## src/rtl/seg_res_pkg.sv

```systemverilog
package seg_res_pkg;

    localparam int PFX_SLOTS = 4;
    localparam int REG_W     = 5;
    localparam int IDX_W     = 3;

    typedef enum logic [IDX_W-1:0] {
        SEG_CS  = 3'd0,
        SEG_SS  = 3'd1,
        SEG_DS  = 3'd2,
        SEG_ES  = 3'd3,
        SEG_FS  = 3'd4,
        SEG_GS  = 3'd5,
        SEG_IGN = 3'd6,
        SEG_BAD = 3'd7
    } seg_idx_e;

    // operand anchor register codes
    localparam logic [REG_W-1:0] RC_A    = 5'd0;
    localparam logic [REG_W-1:0] RC_C    = 5'd1;
    localparam logic [REG_W-1:0] RC_D    = 5'd2;
    localparam logic [REG_W-1:0] RC_B    = 5'd3;
    localparam logic [REG_W-1:0] RC_SP   = 5'd4;
    localparam logic [REG_W-1:0] RC_BP   = 5'd5;
    localparam logic [REG_W-1:0] RC_SI   = 5'd6;
    localparam logic [REG_W-1:0] RC_DI   = 5'd7;
    localparam logic [REG_W-1:0] RC_NONE = 5'd16;
    localparam logic [REG_W-1:0] RC_IP   = 5'd17;

    localparam logic [1:0] ASZ_16 = 2'd0;

    typedef struct packed {
        logic     hit;
        seg_idx_e idx;
    } ovr_t;

    typedef struct packed {
        logic     err;
        seg_idx_e idx;
    } seg_res_t;

    function automatic ovr_t decode_pfx(input logic [7:0] b);
        ovr_t o;
        o.hit = 1'b1;
        o.idx = SEG_IGN;
        case (b)
            8'h2E:   o.idx = SEG_CS;
            8'h36:   o.idx = SEG_SS;
            8'h3E:   o.idx = SEG_DS;
            8'h26:   o.idx = SEG_ES;
            8'h64:   o.idx = SEG_FS;
            8'h65:   o.idx = SEG_GS;
            default: o.hit = 1'b0;
        endcase
        return o;
    endfunction

    function automatic logic is_string_op(input logic [7:0] opc, input logic single);
        logic in_rng;
        in_rng = (opc >= 8'h6C && opc <= 8'h6F) ||
                 (opc >= 8'hA4 && opc <= 8'hA7) ||
                 (opc >= 8'hAA && opc <= 8'hAF);
        return single && in_rng;
    endfunction

    function automatic seg_res_t ok_res(input seg_idx_e i);
        seg_res_t r;
        r.err = 1'b0;
        r.idx = i;
        return r;
    endfunction

    function automatic seg_res_t bad_res();
        seg_res_t r;
        r.err = 1'b1;
        r.idx = SEG_BAD;
        return r;
    endfunction

endpackage

```

## src/rtl/seg_pfx_scan.sv

```systemverilog
module seg_pfx_scan
    import seg_res_pkg::*;
#(
    parameter int SLOTS = PFX_SLOTS
) (
    input  logic [8*SLOTS-1:0] bytes_i,
    input  logic [SLOTS-1:0]   valid_i,
    output logic               any_o,
    output logic               multi_o,
    output seg_idx_e           idx_o
);
    localparam int CNT_W = $clog2(SLOTS + 1);

    logic     [SLOTS-1:0] hit;
    seg_idx_e             slot_idx [SLOTS];

    for (genvar s = 0; s < SLOTS; s++) begin : g_slot
        ovr_t dec;
        assign dec         = decode_pfx(bytes_i[8*s +: 8]);
        assign hit[s]      = dec.hit && valid_i[s];
        assign slot_idx[s] = dec.idx;
    end

    logic [CNT_W-1:0] cnt;

    always_comb begin
        cnt   = '0;
        idx_o = SEG_IGN;
        for (int s = 0; s < SLOTS; s++) begin
            if (hit[s]) begin
                cnt   = cnt + 1'b1;
                idx_o = slot_idx[s];
            end
        end
        any_o   = (cnt != '0);
        multi_o = (cnt > CNT_W'(1));
    end

endmodule

```

## src/rtl/seg_dflt_sel.sv

```systemverilog
module seg_dflt_sel
    import seg_res_pkg::*;
(
    input  logic [REG_W-1:0] reg_i,
    input  logic [1:0]       asz_i,
    input  logic             str_i,
    input  logic             m64_i,
    output seg_res_t         res_o
);
    always_comb begin
        if (m64_i) begin
            res_o = ok_res(SEG_IGN);
        end else begin
            case (reg_i)
                RC_A, RC_C, RC_D:
                    res_o = (asz_i == ASZ_16) ? bad_res() : ok_res(SEG_DS);
                RC_B, RC_SI, RC_NONE:
                    res_o = ok_res(SEG_DS);
                RC_DI:
                    res_o = ok_res(str_i ? SEG_ES : SEG_DS);
                RC_SP, RC_BP:
                    res_o = ok_res(SEG_SS);
                RC_IP:
                    res_o = ok_res(SEG_CS);
                default:
                    res_o = bad_res();
            endcase
        end
    end

endmodule

```

## src/rtl/seg_resolver.sv

```systemverilog
module seg_resolver
    import seg_res_pkg::*;
(
    input  logic                   clk,
    input  logic                   rst,
    input  logic [8*PFX_SLOTS-1:0] pfx_bytes,
    input  logic [PFX_SLOTS-1:0]   pfx_valid,
    input  logic [7:0]             opcode,
    input  logic                   opcode_single,
    input  logic [REG_W-1:0]       op_reg,
    input  logic [1:0]             addr_size,
    input  logic                   mode64,
    output logic [IDX_W-1:0]       seg_idx,
    output logic                   seg_err
);
    logic     ovr_any, ovr_multi, str_op;
    seg_idx_e ovr_idx;
    seg_res_t dflt, nxt, q;

    assign str_op = is_string_op(opcode, opcode_single);

    seg_pfx_scan #(.SLOTS(PFX_SLOTS)) u_scan (
        .bytes_i (pfx_bytes),
        .valid_i (pfx_valid),
        .any_o   (ovr_any),
        .multi_o (ovr_multi),
        .idx_o   (ovr_idx)
    );

    seg_dflt_sel u_dflt (
        .reg_i (op_reg),
        .asz_i (addr_size),
        .str_i (str_op),
        .m64_i (mode64),
        .res_o (dflt)
    );

    always_comb begin
        if (op_reg == RC_IP) begin
            nxt = ok_res(mode64 ? SEG_IGN : SEG_CS);
        end else if (op_reg == RC_DI && str_op) begin
            nxt = dflt;
        end else if (ovr_multi) begin
            nxt = bad_res();
        end else if (ovr_any) begin
            if (mode64 && ovr_idx != SEG_FS && ovr_idx != SEG_GS)
                nxt = ok_res(SEG_IGN);
            else
                nxt = ok_res(ovr_idx);
        end else begin
            nxt = dflt;
        end
    end

    always_ff @(posedge clk) begin
        if (rst) q <= ok_res(SEG_IGN);
        else     q <= nxt;
    end

    assign seg_idx = q.idx;
    assign seg_err = q.err;

endmodule

```

## config.mk

```make
export PLATFORM = sky130hd
export DESIGN_NAME = seg_resolver
export DESIGN_NICKNAME = d
export VERILOG_FILES = /design/src/rtl/seg_res_pkg.sv /design/src/rtl/seg_pfx_scan.sv /design/src/rtl/seg_dflt_sel.sv /design/src/rtl/seg_resolver.sv
export SDC_FILE = /design/constraint.sdc
export NUM_CORES = 1
export LEC_CHECK = 0
export BUFFER_PORTS_ARGS = -buffer_cell sky130_fd_sc_hd__buf_4
export CAP_MARGIN = 20
export CORE_UTILIZATION = 31
export DETAILED_ROUTE_END_ITERATION = 8
export SYNTH_ARGS = -nofsm -noshare
export SYNTH_HDL_FRONTEND = slang
export SYNTH_SLANG_ARGS = --single-unit
```

## constraint.sdc

```tcl
create_clock -name clk -period 4.45 [get_ports clk]
set_clock_uncertainty 0.2 [all_clocks]
set_input_delay 0.89 -clock clk [delete_from_list [all_inputs] [get_ports clk]]
set_output_delay 0.89 -clock clk [all_outputs]
set_load 0.01 [all_outputs]
```

* Yosys cells after proc, flatten, opt, wreduce, memory -nomap -nowiden
Cells that the tools add are included.
** Word-level totals
- Input bits :: 55
- Register bits after elaboration :: 4
- Output and inout port bits :: 4
** Cells by class
- Reductions and logical operators :: 24
- Add/sub/neg operators :: 3
- Multiplexer cells :: 26
- Order comparisons :: 7
- Eq/ne operators :: 35
** Operators by type and width (count)
- $eq A8 B6 Y1 const B :: 16
- $pmux W3 S6 :: 4
- $eq A8 B7 Y1 const B :: 8
- $mux W3 :: 10
- $reduce_or A6 Y1 :: 4
- $eq A5 B3 Y1 const B :: 4
- $mux W4 :: 5
- $ge A8 B8 Y1 const B :: 2
- $le A8 B8 Y1 const B :: 2
- $pmux W4 S4 :: 1
- $logic_and A1 B1 Y1 :: 11
- $eq A5 B2 Y1 const B :: 2
- $eq A5 B5 Y1 const B :: 2
- $ge A8 B7 Y1 const B :: 1
- $le A8 B7 Y1 const B :: 1
- $add A3 B1 Y3 const B :: 2
- $mux W1 :: 6
- $ne A3 B3 Y1 const B :: 2
- $reduce_or A3 Y1 :: 2
- $eq A5 B1 Y1 const B :: 1
- $logic_not A5 Y1 :: 1
- $reduce_or A2 Y1 :: 2
- $gt A3 B1 Y1 const B :: 1
- $reduce_bool A3 Y1 :: 1
- other kinds (3) :: 4

* Depth between registers and ports, before layout
Gate-level depths: netlist of run 1.
- Depth after elaboration :: 16
- Depth in mapped cells :: 14
- Mapped depth without buffers :: 14

* Modules after synthesis
Synthesis of run 1 repeated with hierarchy kept, for this count alone.
** Unflattened totals
- Cell total of the unflattened synthesis :: 126
- Area total of the unflattened synthesis :: 895.9 µm²
** Modules (own cells, without submodules)
- seg_pfx_scan :: area an instance 501.7 µm², cells an instance 72, seq. area each 0.0 µm², instances 1
- seg_resolver :: area an instance 302.8 µm², cells an instance 40, seq. area each 80.1 µm², instances 1
- seg_dflt_sel :: area an instance 91.3 µm², cells an instance 14, seq. area each 0.0 µm², instances 1

* Least setup slack after synthesis of run 1
Ideal clock, no wire load.
- Path type :: input to register
- Start point :: input port pfx_bytes[1]
- End point :: register q (netlist bit seg_idx[2])
- Required time :: 4.120 ns
- Setup slack :: 0.982 ns
- Stages on the path :: 14
- Arrival time :: 3.138 ns
- Path through :: or3b_1 > nor2_1 > nor2_1 > nor2_1 > ha_1 > xnor2_1 > inv_1 > ha_1 > nor2_1 > nor2_1 > a311oi_1 > a21oi_1 > o211ai_1 > a31oi_1
** Between the ends
- Cells in the longest elaborated chain, start to end :: 16
** RTL lines
- start, declared :: RTL line seg_resolver.sv:6 : input logic [8*PFX_SLOTS-1:0] pfx_bytes,
- branches (longest 13 deep; another with $add A3 B1 Y3)
- $mux W4 (*) :: RTL line seg_resolver.sv:43 : end else if (ovr_multi) begin
- $mux W4 (*) :: RTL line seg_resolver.sv:41 : end else if (op_reg == RC_DI && str_op) begin
- $mux W3 (*) :: RTL line seg_resolver.sv:39 : if (op_reg == RC_IP) begin
- end signal, assigned :: RTL line seg_resolver.sv:56 : if (rst) q <= ok_res(SEG_IGN);
- end signal, assigned :: RTL line seg_resolver.sv:57 : else q <= nxt;
- end, declared :: RTL line seg_resolver.sv:18 : seg_res_t dflt, nxt, q;
Every way passes the cells marked *.
A chain may end at the register's enable or synchronous reset.

* Final worst setup path of run 1
- Start point :: input port pfx_bytes[1]
- End point :: register q (netlist bit seg_idx[0])
Same word-level chain as after synthesis.

==> results of run 1 <==
-- how the worst min path moves through the flow --
stage / from / end / slack (ns) / cells after the start
finish: rst / seg_idx[2] / 0.74 / 3
global route: rst / seg_idx[2] / 0.74 / 3
global placement: rst / seg_idx[2] / 0.99 / 3
detailed placement: rst / seg_idx[1] / 0.98 / 3
floorplan: rst / seg_idx[2] / 0.85 / 2
CTS: rst / seg_idx[1] / 0.73 / 3
-- layer usage --
metal | wire [um] | up-vias | part of all wire
met2 | 1210 | 37 | 0.49
met1 | 1100 | 503 | 0.45
met3 | 123 | 2 | 0.050
met5 | 0 | - | 0
li1 | - | 581 | -
met4 | 16 | 0 | 0.0065
-- critical path, stage by stage --
cell	delay, ns
buf_4	0.12
or3b_1	0.39
nor2_1	0.10
nor2_1	0.04
nor2_1	0.16
ha_1	0.30
xnor2_1	0.38
inv_1	0.09
ha_1	0.33
nor2_1	0.13
nor2_1	0.05
a311oi_1	0.23
a21oi_1	0.08
o211ai_1	0.15
a31oi_1	0.14
-- flip-flops by register name, indices dropped and copies added (netlist names) --
name	count
seg_idx	3
seg_err	1
-- through the flow --
stage,instances,hold WS [ns]
floorplan,116,0.852
global route,206,0.737
global placement,203,0.989
CTS,206,0.728
finish,206,0.741
detailed placement,203,0.978
-- power groups by stage --
stage | combinational [uW] | clock (uW) | sequential (uW)
2_1_floorplan | 23.6 | 0 | 39.7
6_report | 73.9 | 45.4 | 38.2
3_3_place_gp | 71.9 | 0 | 38.7
4_1_cts | 74.2 | 47.7 | 38.2
5_1_grt | 81.0 | 51.6 | 38.3
3_5_place_dp | 74.0 | 0 | 38.8
-- cell type report --
cell class,count,area (um^2),area share
timing repair buffer,57,428,0.321
inverter,6,22.5,0.0169
clock buffer,3,22.5,0.0169
tap,30,37.5,0.0281
multi-input combinational,106,744,0.558
sequential,4,80.1,0.0600
-- synth_stat cells, drive strengths merged --
cell / number / area (um^2)
a2111o: 1 / 11.3
a2111oi: 1 / 8.76
a211o: 1 / 8.76
a211oi: 1 / 7.51
a21o: 1 / 15.0
a21oi: 11 / 58.8
a221o: 1 / 10.0
a22o: 1 / 8.76
a311oi: 1 / 8.76
a31oi: 5 / 31.3
a32o: 1 / 10.0
and2: 1 / 6.26
and4b: 3 / 30.0
and4bb: 1 / 12.5
dfxtp: 4 / 80.1
ha: 3 / 37.5
inv: 6 / 22.5
mux2i: 2 / 20.0
nand2: 6 / 22.5
nand2b: 1 / 6.26
nand3: 3 / 15.0
nand3b: 2 / 15.0
nand4b: 4 / 35.0
nand4bb: 1 / 11.3
nor2: 17 / 63.8
nor3: 4 / 20.0
nor3b: 4 / 35.0
nor4: 1 / 6.26
nor4b: 3 / 38.8
o211ai: 1 / 7.51
o21a: 2 / 16.3
o21ai: 7 / 35.0
o311ai: 1 / 8.76
o31a: 1 / 8.76
o31ai: 2 / 15.0
or2b: 1 / 7.51
or3: 1 / 7.51
or3b: 3 / 26.3
or4b: 1 / 13.8
xnor2: 3 / 26.3
xor2: 2 / 17.5
-- cells by family after synthesis --
group,Yosys count,share of synthesized area
multiplexers,2,0.0236
AND/OR/NAND/NOR,57,0.440
XOR/XNOR,5,0.0517
AO/OA/AOI/OAI,39,0.319
buffers and inverters,6,0.0266
adder cells (fa/ha/maj),3,0.0443
flip-flops,4,0.0945
-- cells in the final DEF (no fill, tap or decap), types with 2 or more instances in the layout --
| cell | synthesis | layout |
|---|---|---|
| nor3_1 | 4 | 4 |
| a21oi_1 | 10 | 10 |
| nor3b_1 | 3 | 3 |
| a31oi_1 | 5 | 5 |
| ha_1 | 3 | 3 |
| nand3_1 | 3 | 3 |
| nand4b_1 | 4 | 4 |
| clkbuf_4 | 0 | 3 |
| nor2_1 | 17 | 17 |
| and4b_1 | 3 | 3 |
| mux2i_1 | 2 | 2 |
| dfxtp_1 | 4 | 4 |
| buf_4 | 0 | 57 |
| o31ai_1 | 2 | 2 |
| o21ai_0 | 6 | 6 |
| nand2_1 | 6 | 6 |
| xor2_1 | 2 | 2 |
| inv_1 | 6 | 6 |
| xnor2_1 | 3 | 3 |
| nor4b_2 | 2 | 2 |
| or3b_1 | 3 | 3 |
| nand3b_1 | 2 | 2 |
==> impl_metrics.yaml, run 1 <==
run_status:
  status: "complete, no violations"
cells_and_area:
  n_fill_cell: 250
  fin_area_um2: 1340
  area_delta_synth_final_pct: 57.6
  fin_util: 0.529
  insertedDiodeCount: 0
  drive_gt1_frac: 0.392
  nets: 236
drt:
  viasPerCell: 5.45
  via_count: 1123
  routed_wl_mm: 2.45
  drc: 0
  wl_per_cell_um: 11.9
  ant_nets: 0
  dr.pass1.iters: 4
  drtIter0Drc: 17
grt:
  grt_pass1_wl_mm: 3.73
  grt_max_degree: 9
  grt_util_all_layers: 0.169
  met1_usage: 0.194
  grt_pass1_vias: 985
  antenna_found_initial: 0
  gr-total-overflow: 0
  grt.busiest_layer: "met2"
  use_met3: 0.0250
  globalRouteMet2Util: 0.329
power:
  swShare: 0.280
  power_density_nw_per_um2: 118
  cellInternalPower_uw: 113
  p_leak_uw: 0.000579
  clkPwrFrac: 0.288
  p_sw_uw: 44.1
  seq_power_share: 0.243
  ir_drop_mv: 0.120
  combinationalPowerShare: 0.469
  total_power_uw: 158
worst_setup_path:
  arrival_ns: 3.57
  critPathLaunch: "pfx_bytes[1]"
  endpoint_kind: "register"
  critPathRequiredTime_ns: 4.35
  worst-setup-path-type: "in -> reg"
  cp-endpoint: "seg_idx[0]"
  crit_path_start_kind: "input port"
  worstPathMaxFanout: 4
clocking:
  cts_buffers: 3
  cts_root_buffer: "clkbuf_4"
  cts.repair.resized: 0
  cts.htree.levels: 1
  clk_pin_slew_ns: 0.04
  cts_setup_buffers: 0
  clock_sinks: 4
  cts_tree: "built"
  cts_buffer_depth: 2
  cts_hold_buffers: 0
yosys:
  ys_ff_latch: 4
  syn_area_um2: 847
  synth.distinct_cells: 46
  synth-seq-area-share: 0.0945
  ys_warn_count: 0
  syn_nets: 174
  synthCells: 116
  syn_avg_cell_area_um2: 7.30
sta:
  worst_pin_slew_ns: 0.515
  setup_viol: 0
  period_minus_slack_ns: 3.67
  setup_tns_ns: 0
  fmaxAchievable_ghz: 0.272
  relSlewSlack: 0.653
  finalHoldViolations: 0
  setup_ws_ns: 0.780
  slew_viol_final: 0
  post-route-period-util: 0.825
  rsz0062_at_grt: "false"
floorplan:
  dieArea_um2: 2950
  die_x_um: 54.3
  io_pins: 59
  fp-row-count: 18
  initial_core_util: 0.336
  chipHeight_um: 54.3
  core_area_um2: 2520
worst_hold_path:
  hp-class: "in -> reg"
placed_design:
  dpl_cell_area_um2: 1310
  portBuffers: 57
  place_congestion: 0.732
  dpl.hpwl_mm: 2.13
  dp_slack_ns: 0.523
job:
  cap_violations: 0
No activity file was read; power rests on OpenSTA's default activity.
==> inputs of run 2 (changes only) <==
- clock period: 4.45 -> 3.4 ns (I/O delays scaled with it)
==> impl_metrics.yaml, run 2 (synthesis results as in run 1) <==
floorplan:
  initial_core_util: 0.336
  chipHeight_um: 54.3
  die_x_um: 54.3
  fp-row-count: 18
  dieArea_um2: 2950
  io_pins: 59
  core_area_um2: 2520
worst_setup_path:
  cpPeakStageDelay_ns: 0.39
  cp_num_buf_inv: 2
  path_cells: "buf_4 > or3b_1 > nor2_1 > nor2_1 > nor2_1 > ha_1 > xnor2_1 > inv_1 > ha_1 > nor2_2 > nor2_1 > a311oi_1 > a21oi_1 > o211ai_1 > a31oi_1"
  cp_top_family: "simple AND/OR/NAND/NOR gates"
  crit_path_start_kind: "input port"
  critPathRequiredTime_ns: 3.30
  crit_path_top_delay_cell: "or3b_1"
  cpMostUsedCell: "nor2_1"
  endpoint_kind: "register"
  arrival_ns: 3.17
  critPathLaunch: "pfx_bytes[1]"
  worstPathMaxFanout: 3
  worst-setup-path-type: "in -> reg"
grt:
  met1_usage: 0.215
  antenna_found_initial: 0
  grt.busiest_layer: "met2"
  gr-total-overflow: 0
  grt_max_degree: 9
  grt_pass1_wl_mm: 3.92
  grt_util_all_layers: 0.173
  grt_pass1_vias: 1036
  globalRouteMet2Util: 0.317
  use_met3: 0.0361
clocking:
  cts_root_buffer: "clkbuf_4"
  cts.htree.levels: 1
  cts_buffer_depth: 2
  clock_sinks: 4
  cts_tree: "built"
  clk_pin_slew_ns: 0.04
  cts_setup_buffers: 0
  cts_buffers: 3
sta:
  relSlewSlack: 0.646
  setup_viol: 0
  fmaxAchievable_ghz: 0.306
  worst_pin_slew_ns: 0.526
  finalHoldViolations: 0
  period_minus_slack_ns: 3.27
  post-route-period-util: 0.962
  slew_viol_final: 0
  rsz0062_at_grt: "false"
power:
  cellInternalPower_uw: 152
  p_sw_uw: 59.9
  total_power_uw: 212
  clkPwrFrac: 0.285
  seq_power_share: 0.236
  power_density_nw_per_um2: 151
  ir_drop_mv: 0.210
  swShare: 0.283
  combinationalPowerShare: 0.480
  p_leak_uw: 0.000624
cells_and_area:
  layout_commonest_cell: "buf_4"
  fin_cells: 215
  drive_gt1_frac: 0.427
  insertedDiodeCount: 0
  nets: 245
  area_delta_synth_final_pct: 65.9
  fin_area_um2: 1410
  largest_reg_flops: 3
  fin_util: 0.557
  mostFrequentLayoutCells: "66 x buf_4, 16 x nor2_1, 10 x a21oi_1"
drt:
  ant_nets: 0
  dr.pass1.iters: 4
  via_count: 1163
  routed_wl_mm: 2.52
  drc: 0
  drtIter0Drc: 24
  viasPerCell: 5.41
  wl_per_cell_um: 11.7
placed_design:
  portBuffers: 57
  placed_cells: 212
  dpl.hpwl_mm: 2.19
  dpl_cell_area_um2: 1380
  place_congestion: 0.741
worst_hold_path:
  holdPathStages: 3
  hold_start: "rst"
  hold_end: "seg_idx[2]"
  hp-class: "in -> reg"
run_status:
  status: "complete, no violations"
job:
  cap_violations: 0
==> run 2: changes by cell type in the layout (fill, tap and decap cells not counted), sizes merged <==
cell,delta
buf,+9
==> run 2: per-layer routing <==
| metal | share of wire | up-vias |
|---|---|---|
| met4 | 0 | 0 |
| met1 | 0.44 | 525 |
| met3 | 0.056 | 0 |
| met5 | 0 | - |
| li1 | - | 598 |
| met2 | 0.50 | 40 |
==> run 2: cell type report <==
cell class	count	area, um^2
Clock buffer	3	22.5
Fill cell	253	1120
Inverter	6	22.5
Multi-Input combinational cell	106	747
Sequential cell	4	80.1
Tap cell	30	37.5
Timing Repair Buffer	66	495
==> run 2: timing repair <==
action	in CTS	in global routing
resized for setup	0	1
setup endpoints to repair	0	3
hold buffers	0	0
==> run 2: stage by stage <==
stage,worst slack [ns],setup TNS (ns),hold WS [ns]
6_report,0.131,0,0.535
5_1_grt,0.0246,0,0.565
4_1_cts,0.0705,0,0.531
3_5_place_dp,-0.131,-0.337,0.771
3_3_place_gp,-0.0350,-0.0520,0.773
2_1_floorplan,0.142,0,0.642
==> run 2: worst max-delay path by stage <==
| stage | endpoint | slack, ns | cells after the start |
|---|---|---|---|
| after floorplan | seg_idx[2] | 0.14 | 14 |
| after global placement | seg_idx[0] | -0.03 | 15 |
| after detailed placement | seg_idx[0] | -0.13 | 15 |
| after CTS | seg_idx[0] | 0.07 | 15 |
| after global routing | seg_idx[0] | 0.02 | 15 |
| final | seg_idx[0] | 0.13 | 15 |
==> run 2: power by group through the flow <==
stage	clock, uW	sequential [uW]	combinational, uW
2_1_floorplan	0	51.9	30.9
3_3_place_gp	0	50.7	98.4
3_5_place_dp	0	50.7	101
4_1_cts	60.3	50.0	102
5_1_grt	64.3	50.1	112
6_report	60.4	50.0	102
==> inputs of run 3 (changes only) <==
- CAP_MARGIN: 20 -> default
- CTS_CLUSTER_DIAMETER: default -> 150
- PLACE_DENSITY_LB_ADDON: default -> 0.15
==> impl_metrics.yaml, run 3 (synthesis results as in run 1) <==
clocking:
  cts_buffer_depth: 2
  cts.htree.levels: 1
  cts_hold_buffers: 0
  cts_buffers: 3
  clk_pin_slew_ns: 0.04
  clock_sinks: 4
  cts_root_buffer: "clkbuf_4"
  cts_tree: "built"
worst_setup_path:
  path_cells: "buf_4 > or3b_1 > nor2_1 > nor2_1 > nor2_1 > ha_1 > xnor2_2 > inv_1 > ha_1 > nor2_2 > nor2_1 > a311oi_1 > a21oi_1 > o211ai_1 > a31oi_1"
  critPathRequiredTime_ns: 3.29
  worstPathMaxFanout: 4
  cpPeakStageDelay_ns: 0.38
  worst-setup-path-type: "in -> reg"
  arrival_ns: 3.08
  cpMostUsedCell: "nor2_1"
  endpoint_kind: "register"
  crit_path_top_delay_cell: "or3b_1"
  crit_path_start_kind: "input port"
placed_design:
  dpl_cell_area_um2: 1360
  dpl.hpwl_mm: 2.10
  portBuffers: 57
  placed_cells: 209
  place_congestion: 0.738
power:
  ir_drop_mv: 0.156
  p_sw_uw: 55.8
  clkPwrFrac: 0.277
  power_density_nw_per_um2: 149
  combinationalPowerShare: 0.482
  cellInternalPower_uw: 151
  seq_power_share: 0.242
  swShare: 0.270
  p_leak_uw: 0.000611
worst_hold_path:
  hp-class: "in -> reg"
cells_and_area:
  nets: 242
  largest_reg_flops: 3
  drive_gt1_frac: 0.423
  mostFrequentLayoutCells: "63 x buf_4, 16 x nor2_1, 10 x a21oi_1"
  fin_util: 0.551
  insertedDiodeCount: 0
  fin_cells: 212
  area_delta_synth_final_pct: 64.1
  fin_area_um2: 1390
  layout_commonest_cell: "buf_4"
sta:
  worst_pin_slew_ns: 0.513
  setup_tns_ns: 0
  timing.hold.ws_ns: 0.531
  setup_viol: 0
  fmaxAchievable_ghz: 0.314
  post-route-period-util: 0.937
  period_minus_slack_ns: 3.18
  slew_viol_final: 0
  relSlewSlack: 0.654
  finalHoldViolations: 0
drt:
  dr.pass1.iters: 4
  viasPerCell: 5.45
  ant_nets: 0
  routed_wl_mm: 2.41
  drtIter0Drc: 30
  wl_per_cell_um: 11.3
  drc: 0
  via_count: 1156
grt:
  grt_max_degree: 9
  grt_pass1_wl_mm: 4.03
  gr-total-overflow: 0
  grt_util_all_layers: 0.176
  antenna_found_initial: 0
  grt_pass1_vias: 1077
floorplan:
  fp-row-count: 18
  dieArea_um2: 2950
  initial_core_util: 0.336
  core_area_um2: 2520
  chipHeight_um: 54.3
  die_x_um: 54.3
  io_pins: 59
run_status:
  status: "complete, no violations"
job:
  cap_violations: 0
[run 3: stage by stage]
stage	total power, uW	setup WS [ns]
after floorplan	82.9	0.142
after global placement	147	-0.0200
after detailed placement	150	-0.0735
after CTS	209	0.155
after global routing	225	-0.00813
final	207	0.215
[run 3: worst max-delay path, delay by kind of cell]
family / cells / cell delay (ns)
compound gates: 4 / 0.56
xor+xnor: 1 / 0.17
fa+ha+maj: 2 / 0.62
buf+inv: 2 / 0.19
simple gates: 6 / 0.84
[run 3: layout make-up]
cell class                 count  area [um^2]
fill                         249         1130
multi-input combinational    106          754
timing repair buffer          63          473
sequential                     4         80.1
tap                           30         37.5
clock buffer                   3         22.5
inverter                       6         22.5
[run 3: path summary, 6_finish.rpt]
| check | from | end | depth (start not counted) |
|---|---|---|---|
| max | pfx_bytes[1] | seg_idx[0] | 15 |
| min | rst | seg_idx[1] | 3 |
[run 3: timing repair]
action	CTS	global route
endpoints found under the setup margin	0	4
setup buffers	0	0
gates resized for setup	0	2
[run 3: layer usage]
metal | global-route usage | vias to the layer above | share of wire | wire [um]
met2 | 0.337 | 44 | 0.52 | 1260
met3 | 0.0194 | 0 | 0.055 | 133
met4 | 0.0214 | 0 | 0 | 0
met5 | 0 | - | 0 | 0
met1 | 0.211 | 519 | 0.42 | 1020
li1 | - | 593 | - | -
[run 3: power by group through the flow]
stage / logic, uW / registers (uW) / clock network [uW]
2_1_floorplan: 30.9 / 51.9 / 0
3_3_place_gp: 96.2 / 50.6 / 0
3_5_place_dp: 99.4 / 50.7 / 0
4_1_cts: 99.8 / 49.9 / 59.8
5_1_grt: 110 / 50.1 / 64.8
6_report: 99.6 / 49.9 / 57.2
